[config.mk]
export PLATFORM = sky130hd
export DESIGN_NAME = spec_store_buf
export DESIGN_NICKNAME = d
export VERILOG_FILES = /design/src/rtl/ssb_pkg.sv /design/src/rtl/ssb_match.sv /design/src/rtl/ssb_fwd.sv /design/src/rtl/ssb_drain.sv /design/src/rtl/spec_store_buf.sv
export SDC_FILE = /design/constraint.sdc
export NUM_CORES = 1
export LEC_CHECK = 0
export BUFFER_PORTS_ARGS = -buffer_cell sky130_fd_sc_hd__buf_2
export CORE_AREA = 8 8 177 179
export DETAILED_ROUTE_END_ITERATION = 10
export DIE_AREA = 0 0 185 187
export PLACE_DENSITY = 0.86
export SLEW_MARGIN = 0
export SYNTH_ARGS = -nofsm -noshare
export SYNTH_HDL_FRONTEND = slang
export SYNTH_SLANG_ARGS = --single-unit
[constraint.sdc]
create_clock -name clk_i -period 10.5 [get_ports clk_i]
set_input_delay 1.575 -clock clk_i [delete_from_list [all_inputs] [get_ports clk_i]]
set_output_delay 1.575 -clock clk_i [all_outputs]
set_load 0.03 [all_outputs]
[src/rtl/ssb_pkg.sv]
package ssb_pkg;
  typedef enum logic {
    DRN_IDLE,
    DRN_BUSY
  } drain_state_e;
endpackage

[src/rtl/ssb_match.sv]
module ssb_match #(
  parameter int DEPTH  = 4,
  parameter int ADDR_W = 32,
  parameter int IDX_W  = 2,
  parameter int CNT_W  = 3
) (
  input  logic [DEPTH-1:0][ADDR_W-1:0] tags_i,
  input  logic [CNT_W-1:0]             cnt_i,
  input  logic [ADDR_W-1:0]            key_i,
  output logic                         hit_o,
  output logic [IDX_W-1:0]             idx_o
);
  logic [DEPTH-1:0] hit_vec;

  for (genvar g = 0; g < DEPTH; g++) begin : g_cmp
    assign hit_vec[g] = (CNT_W'(g) < cnt_i) && (tags_i[g] == key_i);
  end

  always_comb begin
    idx_o = '0;
    for (int i = 0; i < DEPTH; i++) begin
      if (hit_vec[i]) idx_o = IDX_W'(i);
    end
  end

  assign hit_o = |hit_vec;
endmodule

[src/rtl/ssb_fwd.sv]
module ssb_fwd #(
  parameter int DATA_W = 32,
  localparam int BYTES = DATA_W / 8
) (
  input  logic              hit_i,
  input  logic [DATA_W-1:0] ent_data_i,
  input  logic [BYTES-1:0]  ent_be_i,
  input  logic [DATA_W-1:0] cache_data_i,
  output logic [DATA_W-1:0] data_o
);
  for (genvar b = 0; b < BYTES; b++) begin : g_lane
    assign data_o[b*8 +: 8] = (hit_i && ent_be_i[b]) ? ent_data_i[b*8 +: 8]
                                                     : cache_data_i[b*8 +: 8];
  end
endmodule

[src/rtl/ssb_drain.sv]
module ssb_drain
  import ssb_pkg::*;
#(
  parameter int IDX_W = 2,
  parameter int CNT_W = 3
) (
  input  logic             clk_i,
  input  logic             rst_ni,
  input  logic             commit_i,
  input  logic             abort_i,
  input  logic             has_data_i,
  input  logic [CNT_W-1:0] cnt_i,
  output logic             busy_o,
  output logic [IDX_W-1:0] ptr_o,
  output logic             last_o,
  output logic             done_o
);
  drain_state_e state_q;
  logic [IDX_W-1:0] ptr_q;
  logic done_q;

  assign busy_o = (state_q == DRN_BUSY);
  assign ptr_o  = ptr_q;
  assign last_o = busy_o && (CNT_W'(ptr_q) == cnt_i - CNT_W'(1));
  assign done_o = done_q;

  always_ff @(posedge clk_i or negedge rst_ni) begin
    if (!rst_ni) begin
      state_q <= DRN_IDLE;
      ptr_q   <= '0;
      done_q  <= 1'b0;
    end else begin
      done_q <= 1'b0;
      case (state_q)
        DRN_IDLE: begin
          if (commit_i && !abort_i) begin
            if (has_data_i) begin
              state_q <= DRN_BUSY;
              ptr_q   <= '0;
            end else begin
              done_q <= 1'b1;
            end
          end
        end
        default: begin
          if (last_o) begin
            state_q <= DRN_IDLE;
            ptr_q   <= '0;
            done_q  <= 1'b1;
          end else begin
            ptr_q <= ptr_q + IDX_W'(1);
          end
        end
      endcase
    end
  end

  p_done_unstalled_r8: assert property (@(posedge clk_i) disable iff (!rst_ni)
    done_o |-> !busy_o);
  p_ptr_in_range_r6: assert property (@(posedge clk_i) disable iff (!rst_ni)
    busy_o |-> (CNT_W'(ptr_q) < cnt_i));
  p_ptr_steps_r6: assert property (@(posedge clk_i) disable iff (!rst_ni)
    (busy_o && !last_o) |=> (ptr_q == $past(ptr_q) + IDX_W'(1)));
endmodule

[src/rtl/spec_store_buf.sv]
module spec_store_buf #(
  parameter int ADDR_W = 32,
  parameter int DATA_W = 32,
  parameter int DEPTH  = 4,
  localparam int BYTES = DATA_W / 8,
  localparam int IDX_W = (DEPTH > 1) ? $clog2(DEPTH) : 1,
  localparam int CNT_W = $clog2(DEPTH + 1)
) (
  input  logic              clk_i,
  input  logic              rst_ni,
  input  logic              spec_i,
  input  logic              st_valid_i,
  input  logic [ADDR_W-1:0] st_addr_i,
  input  logic [DATA_W-1:0] st_data_i,
  input  logic [BYTES-1:0]  st_be_i,
  input  logic              abort_i,
  input  logic              commit_i,
  input  logic [ADDR_W-1:0] ld_addr_i,
  input  logic [DATA_W-1:0] ld_cache_data_i,
  output logic [DATA_W-1:0] ld_data_o,
  output logic              ld_hit_o,
  output logic              overflow_o,
  output logic              dc_we_o,
  output logic [ADDR_W-1:0] dc_addr_o,
  output logic [DATA_W-1:0] dc_data_o,
  output logic [BYTES-1:0]  dc_be_o,
  output logic              coh_stall_o,
  output logic              commit_done_o
);
  logic [DEPTH-1:0][ADDR_W-1:0] tag_q;
  logic [DEPTH-1:0][DATA_W-1:0] dat_q;
  logic [DEPTH-1:0][BYTES-1:0]  be_q;
  logic [CNT_W-1:0]             cnt_q;

  logic             st_hit, ld_hit;
  logic [IDX_W-1:0] st_idx, ld_idx, ptr, alloc_idx;
  logic             busy, last, done;
  logic             spec_st, full, alloc, merge, has_data;

  ssb_match #(.DEPTH(DEPTH), .ADDR_W(ADDR_W), .IDX_W(IDX_W), .CNT_W(CNT_W)) u_st_match (
    .tags_i(tag_q), .cnt_i(cnt_q), .key_i(st_addr_i), .hit_o(st_hit), .idx_o(st_idx)
  );

  ssb_match #(.DEPTH(DEPTH), .ADDR_W(ADDR_W), .IDX_W(IDX_W), .CNT_W(CNT_W)) u_ld_match (
    .tags_i(tag_q), .cnt_i(cnt_q), .key_i(ld_addr_i), .hit_o(ld_hit), .idx_o(ld_idx)
  );

  // stores freeze while the drain runs
  assign spec_st    = st_valid_i && spec_i && !busy;
  assign full       = (cnt_q == CNT_W'(DEPTH));
  assign alloc      = spec_st && !st_hit && !full && !abort_i;
  assign merge      = spec_st && st_hit && !abort_i;
  assign overflow_o = spec_st && !st_hit && full;
  assign alloc_idx  = IDX_W'(cnt_q);
  assign has_data   = (cnt_q != '0) || alloc;

  ssb_drain #(.IDX_W(IDX_W), .CNT_W(CNT_W)) u_drain (
    .clk_i(clk_i), .rst_ni(rst_ni), .commit_i(commit_i), .abort_i(abort_i),
    .has_data_i(has_data), .cnt_i(cnt_q), .busy_o(busy), .ptr_o(ptr),
    .last_o(last), .done_o(done)
  );

  always_ff @(posedge clk_i or negedge rst_ni) begin
    if (!rst_ni) begin
      cnt_q <= '0;
    end else if (last || (abort_i && !busy)) begin
      cnt_q <= '0;
    end else if (alloc) begin
      cnt_q <= cnt_q + CNT_W'(1);
    end
  end

  always_ff @(posedge clk_i) begin
    if (alloc) begin
      tag_q[alloc_idx] <= st_addr_i;
      dat_q[alloc_idx] <= st_data_i;
      be_q[alloc_idx]  <= st_be_i;
    end else if (merge) begin
      be_q[st_idx] <= be_q[st_idx] | st_be_i;
      for (int b = 0; b < BYTES; b++) begin
        if (st_be_i[b]) dat_q[st_idx][b*8 +: 8] <= st_data_i[b*8 +: 8];
      end
    end
  end

  always_comb begin
    if (busy) begin
      dc_we_o   = 1'b1;
      dc_addr_o = tag_q[ptr];
      dc_data_o = dat_q[ptr];
      dc_be_o   = be_q[ptr];
    end else begin
      dc_we_o   = st_valid_i && !spec_i;
      dc_addr_o = st_addr_i;
      dc_data_o = st_data_i;
      dc_be_o   = st_be_i;
    end
  end

  ssb_fwd #(.DATA_W(DATA_W)) u_fwd (
    .hit_i(ld_hit), .ent_data_i(dat_q[ld_idx]), .ent_be_i(be_q[ld_idx]),
    .cache_data_i(ld_cache_data_i), .data_o(ld_data_o)
  );

  assign ld_hit_o      = ld_hit;
  assign coh_stall_o   = busy;
  assign commit_done_o = done;

  p_spec_no_cache_r1: assert property (@(posedge clk_i) disable iff (!rst_ni)
    (st_valid_i && spec_i && !coh_stall_o) |-> !dc_we_o);
  p_no_overflow_r3: assert property (@(posedge clk_i) disable iff (!rst_ni)
    (overflow_o && !abort_i) |=> (cnt_q == $past(cnt_q)));
  p_cnt_bound_r3: assert property (@(posedge clk_i) disable iff (!rst_ni)
    cnt_q <= CNT_W'(DEPTH));
  p_abort_empty_r5: assert property (@(posedge clk_i) disable iff (!rst_ni)
    (abort_i && !coh_stall_o) |=> (cnt_q == '0) && !coh_stall_o);
  p_stall_writes_r7: assert property (@(posedge clk_i) disable iff (!rst_ni)
    coh_stall_o |-> dc_we_o);
  p_done_empty_r8: assert property (@(posedge clk_i) disable iff (!rst_ni)
    commit_done_o |-> (cnt_q == '0));
  p_drain_frozen_r10: assert property (@(posedge clk_i) disable iff (!rst_ni)
    (coh_stall_o && !last) |=> (cnt_q == $past(cnt_q)));
endmodule

---- Yosys cells after proc, flatten, opt, wreduce, memory -nomap -nowiden ----
Index checks and enable logic that the tools add are counted.
W data, S select, Z words.
storage, ports and cells
  bits in registers ....................... 279
  output and inout port bits .............. 105
  bits of input ports ..................... 138
operators by class
  eq/ne operators ......................... 10
  bitwise gates (word level) .............. 1
  add/sub/neg operators ................... 3
  muxes and demuxes ....................... 76
  reduce and logical (&&, ||, !) cells .... 41
  magnitude comparators ................... 10
operators by type and width
  cell                  count
  $mux W128             12
  $bwmux W128           6
  $demux W32 S2         5
  $eq A32 B32 Y1        8
  $mux W32              7
  $bmux W32 S2          3
  $mux W16              3
  $mux W8               5
  $bwmux W16            2
  $logic_and A1 B1 Y1   26
  $bmux W4 S2           3
  $mux W24              1
  $mux W4               6
  $demux W4 S2          2
  $mux W2               8
  $lt A2 B3 Y1 const B  4
  $mux W1               11
  $reduce_bool A2 Y1    4
  $reduce_or A4 Y1      2
  $lt A1 B3 Y1 const A  2
  $lt A2 B3 Y1 const A  2
  $mux W3               2
  $logic_not A1 Y1      5
  $ge A2 B1 Y1 const B  2
  other kinds (9)       10

---- Depth between registers and ports, before layout ----
Gate-level depths: netlist of run 1.
  depth in word-level cells ............... 25
  gate-level depth with buffers ........... 11
  depth with buffers taken out ............ 8

---- By module ----
Synthesis of run 1 repeated with hierarchy kept, for this count alone.
unflattened totals
  cells, all modules ...................... 1210
  area, all modules ....................... 17068.9 sq um
modules (own cells, without submodules)
  module          times used  sequential area each (sq um)  area an instance (sq um)  cells an instance
  spec_store_buf  1           8242.9                        13531.7                   780
  ssb_match       2           0.0                           1453.9                    185
  ssb_fwd         1           0.0                           385.4                     36
  ssb_drain       1           100.1                         244.0                     24

---- Least setup slack after synthesis of run 1 ----
Ideal clock, no wire load.
  kind .................................... input -> output
  start point ............................. input port ld_addr_i[9]
  end point ............................... output port ld_data_o[0]
  data arrival time ....................... 3.899 ns
  required time ........................... 8.925 ns
  setup slack ............................. 5.026 ns
  cell stages on the path ................. 8
  path through ............................ xnor2_1 -> nand4_1 -> or4_4 -> or3_1 -> buf_6 -> o211ai_4 -> o221ai_2 -> mux2i_1
on the way
  word-level cells in the longest chain between the ends .. 9
  elaborated cells on any way between the ends .. 18
  classes of those cells .................. eq/ne (4); mux (8); reduce/logical (6)
RTL lines
  item                           RTL line               RTL
  start: declaration             spec_store_buf.sv:18   input logic [ADDR_W-1:0] ld_addr_i,
  $eq A32 B32 Y1                 ssb_match.sv:16        assign hit_vec[g] = (CNT_W'(g) < cnt_i) && (tags_i[g] == key_i);
  $logic_and A1 B1 Y1            ssb_match.sv:16
  $mux W1                        ssb_match.sv:22        if (hit_vec[i]) idx_o = IDX_W'(i);
  $mux W2 (2 in series)          ssb_match.sv:22
  $bmux W4 S2                    spec_store_buf.sv:101  .hit_i(ld_hit), .ent_data_i(dat_q[ld_idx]), .ent_be_i(be_q[ld_idx]),
  $mux W4 (not written as such)  spec_store_buf.sv:101
  $logic_and A1 B1 Y1            ssb_fwd.sv:12          assign data_o[b*8 +: 8] = (hit_i && ent_be_i[b]) ? ent_data_i[b*8 +: 8]
  $mux W8 *                      ssb_fwd.sv:12
  end: declaration               spec_store_buf.sv:20   output logic [DATA_W-1:0] ld_data_o,
Mark *: on every way between the ends. The rest lies on a longest branch, timed or not. The select of a mux whose other input is x is not followed.

---- Worst setup path in the final report of run 1 ----
  start point ............................. input port ld_addr_i[1]
  end point ............................... output port ld_data_o[12]
Same word-level chain as after synthesis.

==> results.sh, run 1 <==
export IMPL_start_util_pct=63.2
export IMPL_clockBufferDepth=3
export IMPL_synth_cells=1456
export IMPL_grt_pass1_vias=14200
export IMPL_whs_ps=685
export IMPL_pwr_density_cell_mw_per_mm2=184
export IMPL_num_vias=14100
export IMPL_synth_nets=1600
export IMPL_num_rows=62
export IMPL_arrival_ps=5330
export IMPL_drive_above_1_share_pct=27.8
export IMPL_clock_skew_ps=13.9
export IMPL_place_gp_congestion=1.10
export IMPL_grt_pass1_wl_um=92600
export IMPL_syn_avg_cell_area_um2=12.3
export IMPL_grt_use_total_pct=36.0
export IMPL_synth_edff_count=272
export IMPL_yosys_warnings=0
export IMPL_ctsRootBufferMaster="clkbuf_16"
export IMPL_hold_violations=0
export IMPL_area_delta_synth_final_pct=12.9
export IMPL_critPathKind="input port to output port"
export IMPL_die_y_um=187
export IMPL_htreeDepth=1
export IMPL_synth_seq_area_share_pct=46.5
export IMPL_power_leakage_nw=7.59
export IMPL_hp_class="register to register"
export IMPL_ir_drop_mv=0.184
export IMPL_drtIter0Drc=1735
export IMPL_path_common_cell="buf_2"
export IMPL_worstMarginPinSlew_ps=1210
export IMPL_via_per_inst=6.88
export IMPL_setup_tns_ps=0
export IMPL_n_fill_cell=1995
export IMPL_crit_path_max_incr_delay_ps=850
export IMPL_portBuffers=242
export IMPL_route_detailed_drc=0
export IMPL_clock_sinks=279
export IMPL_coreArea_mm2=0.0284
export IMPL_post_drt_wl_per_cell_um=31.1
export IMPL_crit_chain="buf_2 > xnor2_1 > nand4_1 > nor3_1 > and3_1 > buf_4 > nand2_2 > o221ai_2 > mux2i_1 > buf_2"
export IMPL_setup_viol=0
export IMPL_crit_buf_inv=3
export IMPL_slew_headroom_pct=18.5
export IMPL_startpoint_type="input port"
export IMPL_grt_max_degree=52
export IMPL_outcome="finished, final reports clean"
export IMPL_final_period_utilization_pct=65.8
export IMPL_antenna_found_initial=1
export IMPL_max_cap_violations=0
export IMPL_chipWidth_um=185
export IMPL_path_max_fanout=33
export IMPL_fmax_mhz=145
export IMPL_async_flop_share_pct=2.51
export IMPL_crit_path_end_kind="output port"
export IMPL_drt_wl_total_um=63700
export IMPL_drt_first_pass_iters=5
export IMPL_numCtsBuffers=28
export IMPL_syn_area_mm2=0.0179
export IMPL_ios=243
export IMPL_gr_total_overflow=0
export IMPL_final_antenna_net_count=0
export IMPL_final_net_count=1784
export IMPL_rsz0062_at_grt="no"
export IMPL_synthFlopType="edfxtp_1"
export IMPL_post_cts_buffers=0
export IMPL_slowest_stage="o221ai_2"
export IMPL_ys_ff_latch=279
export IMPL_min_period_ps=6910
export IMPL_clkTransAtPathRegs_ps=60
export IMPL_ctsResizeCount=0
export IMPL_die_area_mm2=0.0346
export IMPL_clock_latency_ps=560
export IMPL_cpLargestDelayFamily="simple AND/OR/NAND/NOR gates"
export IMPL_synth_distinct_cells=60
export IMPL_holdBufCountCts=0
export IMPL_crit_required_ps=8930
export IMPL_drv_slew=0
export IMPL_cts_tree="built"
export IMPL_hpwl_um=47600
## routing by layer
layer / part of all wire [%] / vias up / track usage (%)
met5: 0 / - / 0
met4: 5.6 / 0 / 17.1
met3: 9.9 / 197 / 5.96
met2: 49 / 1034 / 61.0
met1: 36 / 6920 / 44.1
li1: - / 5921 / -
## cells in the mapped netlist, types with 5 or more instances
cell | n | area [um^2]
a31oi_1 | 35 | 219
inv_1 | 77 | 289
nor2_1 | 24 | 90.1
o2bb2ai_1 | 13 | 114
and4_1 | 5 | 43.8
mux4_2 | 68 | 1530
buf_1 | 7 | 26.3
a21oi_1 | 12 | 60.1
xor2_1 | 175 | 1530
buf_2 | 28 | 140
o221ai_1 | 30 | 263
ha_1 | 6 | 75.1
nor3_1 | 18 | 90.1
and2_1 | 130 | 813
xnor2_1 | 84 | 736
a2111o_1 | 30 | 338
o21ai_0 | 10 | 50.1
mux2_2 | 69 | 777
nand3_1 | 13 | 65.1
nand2_1 | 33 | 124
nand4_1 | 50 | 313
edfxtp_1 | 272 | 8170
mux2i_1 | 44 | 440
o21a_1 | 17 | 128
or3_1 | 5 | 31.3
and3_1 | 8 | 50.1
clkbuf_1 | 63 | 236
dfrtp_1 | 7 | 175
nor4_1 | 67 | 419
## cell families (layout without fill, tap and decap cells)
group | count (synthesis) | after routing | synth area share [%]
xor gates and xnor gates | 259 | 259 | 12.6
other | 0 | 3 | 0
DFF | 279 | 279 | 46.5
and+or+nand+nor | 374 | 374 | 12.5
muxes | 182 | 182 | 15.4
adders and majority gates | 6 | 6 | 0.418
AOI/OAI and AO/OA | 176 | 176 | 8.43
buffers and inverters | 180 | 383 | 4.14
## cells in the final DEF, fill, tap and decap left out, types with 5 or more instances in the layout
master,synthesis,layout
clkbuf_1,63,8
o21a_1,17,17
o221ai_1,30,30
mux4_2,68,68
nor4_1,67,67
a2111o_1,30,30
and2_1,130,130
a21oi_1,12,12
and3_1,8,8
nand3_1,13,13
o21ai_0,10,10
o2bb2ai_1,13,13
nor2_1,24,23
xor2_1,175,175
buf_2,28,242
buf_4,0,15
mux2_2,69,69
edfxtp_1,272,272
and4_1,5,5
xnor2_1,84,84
nand2_1,33,33
ha_1,6,6
nand4_1,50,50
bufinv_16,0,5
inv_1,77,76
a31oi_1,35,35
nor3_1,18,18
or3_1,5,5
clkbuf_16,0,28
mux2i_1,44,44
## area by class of cell
| class | count | area (um^2) | share of cell area (%) |
|---|---|---|---|
| inverter | 77 | 289 | 1.43 |
| clock inverter | 13 | 198 | 0.976 |
| clock buffer | 36 | 731 | 3.61 |
| sequential | 279 | 8350 | 41.3 |
| antenna | 3 | 7.51 | 0.0371 |
| multi-input combinational | 997 | 8870 | 43.8 |
| timing repair buffer | 257 | 1320 | 6.54 |
| tap | 384 | 480 | 2.37 |
## power breakdown
part	internal, mW	switching, mW	leakage (nW)
sequential	1.26	0.110	2.76
combinational	0.542	0.789	4.38
clock	0.611	0.424	0.452
## worst register-to-register path, delay by kind of cell (launching register included)
family                    cells  cell delay [ps]
and+or+nand+nor               4             2220
AOI/OAI and AO/OA             2             1330
DFF                           1              460
xor gates and xnor gates      1              190
## state kept, by name, indices dropped and copies added, names as in the netlist
signal          flops
be_q               16
tag_q             128
dat_q             128
u_drain.ptr_o       2
u_drain.done_o      1
cnt_q               3
u_drain.busy_o      1
## per-stage QoR
step                      setup WS (ps)  total power [mW]  instance area (um^2)  utilization [%]  std cells
after CTS                          3640              3.73                 20200             71.3       2043
after global placement             3740              2.69                 19300             68.0       1994
after floorplan                    5030              2.31                 17900                -       1456
final                              3590              3.73                 20300             71.3       2046
after detailed placement           3650              2.71                 19300             68.0       1994
after global routing               3480              3.84                 20200             71.3       2044
## path summary, 6_finish.rpt
check,from,endpoint,slack (ps),cells after the start
hold reg to reg,cnt_q[1],cnt_q[1],680,2
setup reg to reg,tag_q[59],dat_q[56],5940,7
min in group asynchronous,rst_ni,u_drain.ptr_o[1],850,1
max in group asynchronous,rst_ni,u_drain.ptr_o[0],9450,1
hold / removal,cnt_q[1],cnt_q[1],680,2
setup / recovery,ld_addr_i[1],ld_data_o[12],3590,10
Power figures use the tool's default switching activity.
==> run 2: changes to the inputs <==
--- a/config.mk
+++ b/config.mk
@@ -5,11 +5,12 @@
 export SDC_FILE = /design/constraint.sdc
 export NUM_CORES = 1
 export LEC_CHECK = 0
+export ABC_AREA = 1
 export BUFFER_PORTS_ARGS = -buffer_cell sky130_fd_sc_hd__buf_2
-export CORE_AREA = 8 8 177 179
+export CORE_AREA = 8 8 208 210
 export DETAILED_ROUTE_END_ITERATION = 10
-export DIE_AREA = 0 0 185 187
-export PLACE_DENSITY = 0.86
+export DIE_AREA = 0 0 216 218
+export PLACE_DENSITY = 0.78
 export SLEW_MARGIN = 0
 export SYNTH_ARGS = -nofsm -noshare
 export SYNTH_HDL_FRONTEND = slang
==> constraint.sdc (replaced) <==
create_clock -name clk_i -period 5.66 [get_ports clk_i]
set_input_delay 0.849 -clock clk_i [delete_from_list [all_inputs] [get_ports clk_i]]
set_output_delay 0.849 -clock clk_i [all_outputs]
set_load 0.03 [all_outputs]
==> results.sh, run 2 <==
export IMPL_dpl_cell_count=3768
export IMPL_critPathKind="register to output port"
export IMPL_yosys_top_cells_area="edfxtp_1 (38%), nand2_1 (16%), inv_1 (6.4%)"
export IMPL_power_leakage_nw=11.0
export IMPL_synth_common_cells="nand2_1 (916), inv_1 (369), nor2_1 (337), edfxtp_1 (272), nand3_1 (232)"
export IMPL_clock_latency_ps=570
export IMPL_yosys_area_share_simple_pct=34.1
export IMPL_post_cts_buffers=0
export IMPL_grt_pass1_vias=22100
export IMPL_numCtsBuffers=29
export IMPL_htreeDepth=1
export IMPL_drt_wl_total_um=95700
export IMPL_crit_path_end_kind="output port"
export IMPL_die_y_um=218
export IMPL_final_net_count=3411
export IMPL_yosys_warnings=0
export IMPL_holdBufCountCts=0
export IMPL_rsz0062_at_grt="no"
export IMPL_synth_top_family_by_area="simple AND/OR/NAND/NOR gates"
export IMPL_area_delta_synth_final_pct=10.7
export IMPL_synth_cells=3121
export IMPL_layout_commonest_cell="nand2_1"
export IMPL_synthAdderAreaFrac_pct=0.348
export IMPL_synth_distinct_cells=49
export IMPL_synth_nets=3265
export IMPL_post_drt_wl_per_cell_um=25.0
export IMPL_max_cap_violations=0
export IMPL_via_per_inst=6.12
export IMPL_outcome="finished, final reports clean"
export IMPL_synth_edff_count=272
export IMPL_chipWidth_um=216
export IMPL_drtIter0Drc=3437
export IMPL_drv_slew=0
export IMPL_setup_ws_ps=612
export IMPL_crit_chain="nor2_1 > nand2_1 > o21ai_2 > inv_1 > nand3_1 > nor2_1 > nand2_1 > nor2_1 > nand2_2 > nand2_2 > buf_4 > nand2_1 > nand3_1 > nand2_1 > nand2_1 > nand2_1 > buf_2"
export IMPL_final_antenna_net_count=0
export IMPL_synth_seq_area_share_pct=38.7
export IMPL_coreArea_mm2=0.0402
export IMPL_yosys_mux_area_fraction_pct=0
export IMPL_setup_tns_ps=0
export IMPL_crit_required_ps=4810
export IMPL_top_layer_used="met5"
export IMPL_reg_top3="dat_q x128, tag_q x128, be_q x16"
export IMPL_clock_sinks=279
export IMPL_fmax_mhz=198
export IMPL_antenna_found_initial=3
export IMPL_min_period_ps=5050
export IMPL_die_area_mm2=0.0471
export IMPL_final_period_utilization_pct=89.2
export IMPL_synth_area_leader_cell="edfxtp_1"
export IMPL_cts_tree="built"
export IMPL_syn_avg_cell_area_um2=6.92
export IMPL_gr_total_overflow=0
export IMPL_drive_above_1_share_pct=12.7
export IMPL_pwr_density_cell_mw_per_mm2=196
export IMPL_pre_cts_ws_ps=983
export IMPL_ir_drop_mv=0.253
export IMPL_path_common_cell="nand2_1"
export IMPL_grt_max_degree=93
export IMPL_grt_use_total_pct=39.0
export IMPL_syn_area_mm2=0.0216
export IMPL_startpoint_type="register"
export IMPL_n_fill_cell=3674
export IMPL_place_gp_congestion=1.08
export IMPL_setup_viol=0
export IMPL_portBuffers=242
export IMPL_path_max_fanout=26
export IMPL_synth_top_cell_area_share_pct=37.8
export IMPL_final_cell_mix="nand2_1 (914), inv_1 (368), nor2_1 (336)"
export IMPL_start_util_pct=53.7
export IMPL_route_detailed_drc=0
export IMPL_grt_pass1_wl_um=139000
export IMPL_ys_ff_latch=279
export IMPL_arrival_ps=4200
export IMPL_wl_met2_um=45100
export IMPL_ios=243
export IMPL_instances_no_fill=3822
export IMPL_hpwl_um=74200
export IMPL_whs_ps=102
export IMPL_drt_met1_wl_um=34900
export IMPL_ctsRootBufferMaster="clkbuf_16"
export IMPL_slew_headroom_pct=4.13
export IMPL_slowest_stage="dfrtp_1"
export IMPL_synth_xor_area_share_pct=5.14
export IMPL_yosysMostFrequentCell="nand2_1"
export IMPL_synth_compound_area_share_pct=11.5
export IMPL_clock_skew_ps=15.4
export IMPL_drt_first_pass_iters=6
export IMPL_hp_class="input port to asynchronous set/reset pin"
export IMPL_synthFlopType="edfxtp_1"
export IMPL_hold_violations=0
export IMPL_ctsResizeCount=0
export IMPL_worstMarginPinSlew_ps=1440
export IMPL_async_flop_share_pct=2.51
export IMPL_clkTransAtPathRegs_ps=60
export IMPL_wl_met3_um=9910
export IMPL_crit_path_max_incr_delay_ps=750
export IMPL_num_rows=74
export IMPL_num_vias=23400
export IMPL_clockBufferDepth=3
-- run 2: power breakdown --
| group | total, mW | leakage (nW) | internal, mW | switching [mW] |
|---|---|---|---|---|
| Clock | 1.95 | 0.447 | 1.08 | 0.870 |
| Combinational | 0.491 | 8.33 | 0.136 | 0.355 |
| Sequential | 2.25 | 2.27 | 2.25 | 0 |
-- run 2: metal layers --
layer  vias to the layer above  global-route usage (%)
li1                      10500                       -
met1                     10800                    47.6
met2                      1818                    66.6
met3                       300                    6.17
met4                         4                    19.8
met5                         -                       0
-- run 2: through the flow --
stage | instance area, um^2 | utilization (%) | power (mW)
finish | 23900 | 59.5 | 4.69
global route | 23900 | 59.5 | 4.78
CTS | 23900 | 59.5 | 4.67
detailed placement | 23000 | 57.1 | 2.77
global placement | 23000 | 57.1 | 2.77
floorplan | 21600 | - | 2.55
-- run 2: logic make-up after synthesis --
group | Yosys count
buffers and inverters | 546
AO/OA/AOI/OAI | 468
adder cells (fa/ha/maj) | 6
AND/OR/NAND/NOR | 1697
XOR/XNOR | 125
flip-flops | 279
-- run 2: area by class of cell --
class                           count  area, um^2  share of cell area (%)
Inverter                          395        1490                    6.23
Multi-Input combinational cell   2296       11100                    46.3
Tap cell                          532         666                    2.79
Sequential cell                   279        8350                    35.0
Antenna cell                        2        5.00                  0.0209
Clock inverter                     19         196                   0.822
Clock buffer                       33         741                    3.10
Timing Repair Buffer              266        1390                    5.82
-- run 2: critical path, delay by kind of cell, from the launching register on --
family | cells | cell delay, ps
flops | 1 | 750
simple gates | 13 | 1890
buf+inv | 3 | 730
compound gates | 1 | 220
-- run 2: final timing paths --
check	startpoint	endpoint	slack (ps)	cells after the start
worst max register to register	tag_q[58]	dat_q[56]	1650	11
max in group asynchronous	rst_ni	u_drain.ptr_o[0]	5380	1
worst min-delay path	rst_ni	cnt_q[2]	100	1
min in group clk_i	st_addr_i[5]	tag_q[37]	610	1
worst min register to register	cnt_q[1]	cnt_q[1]	710	2
worst max-delay path	cnt_q[2]	ld_data_o[2]	610	17
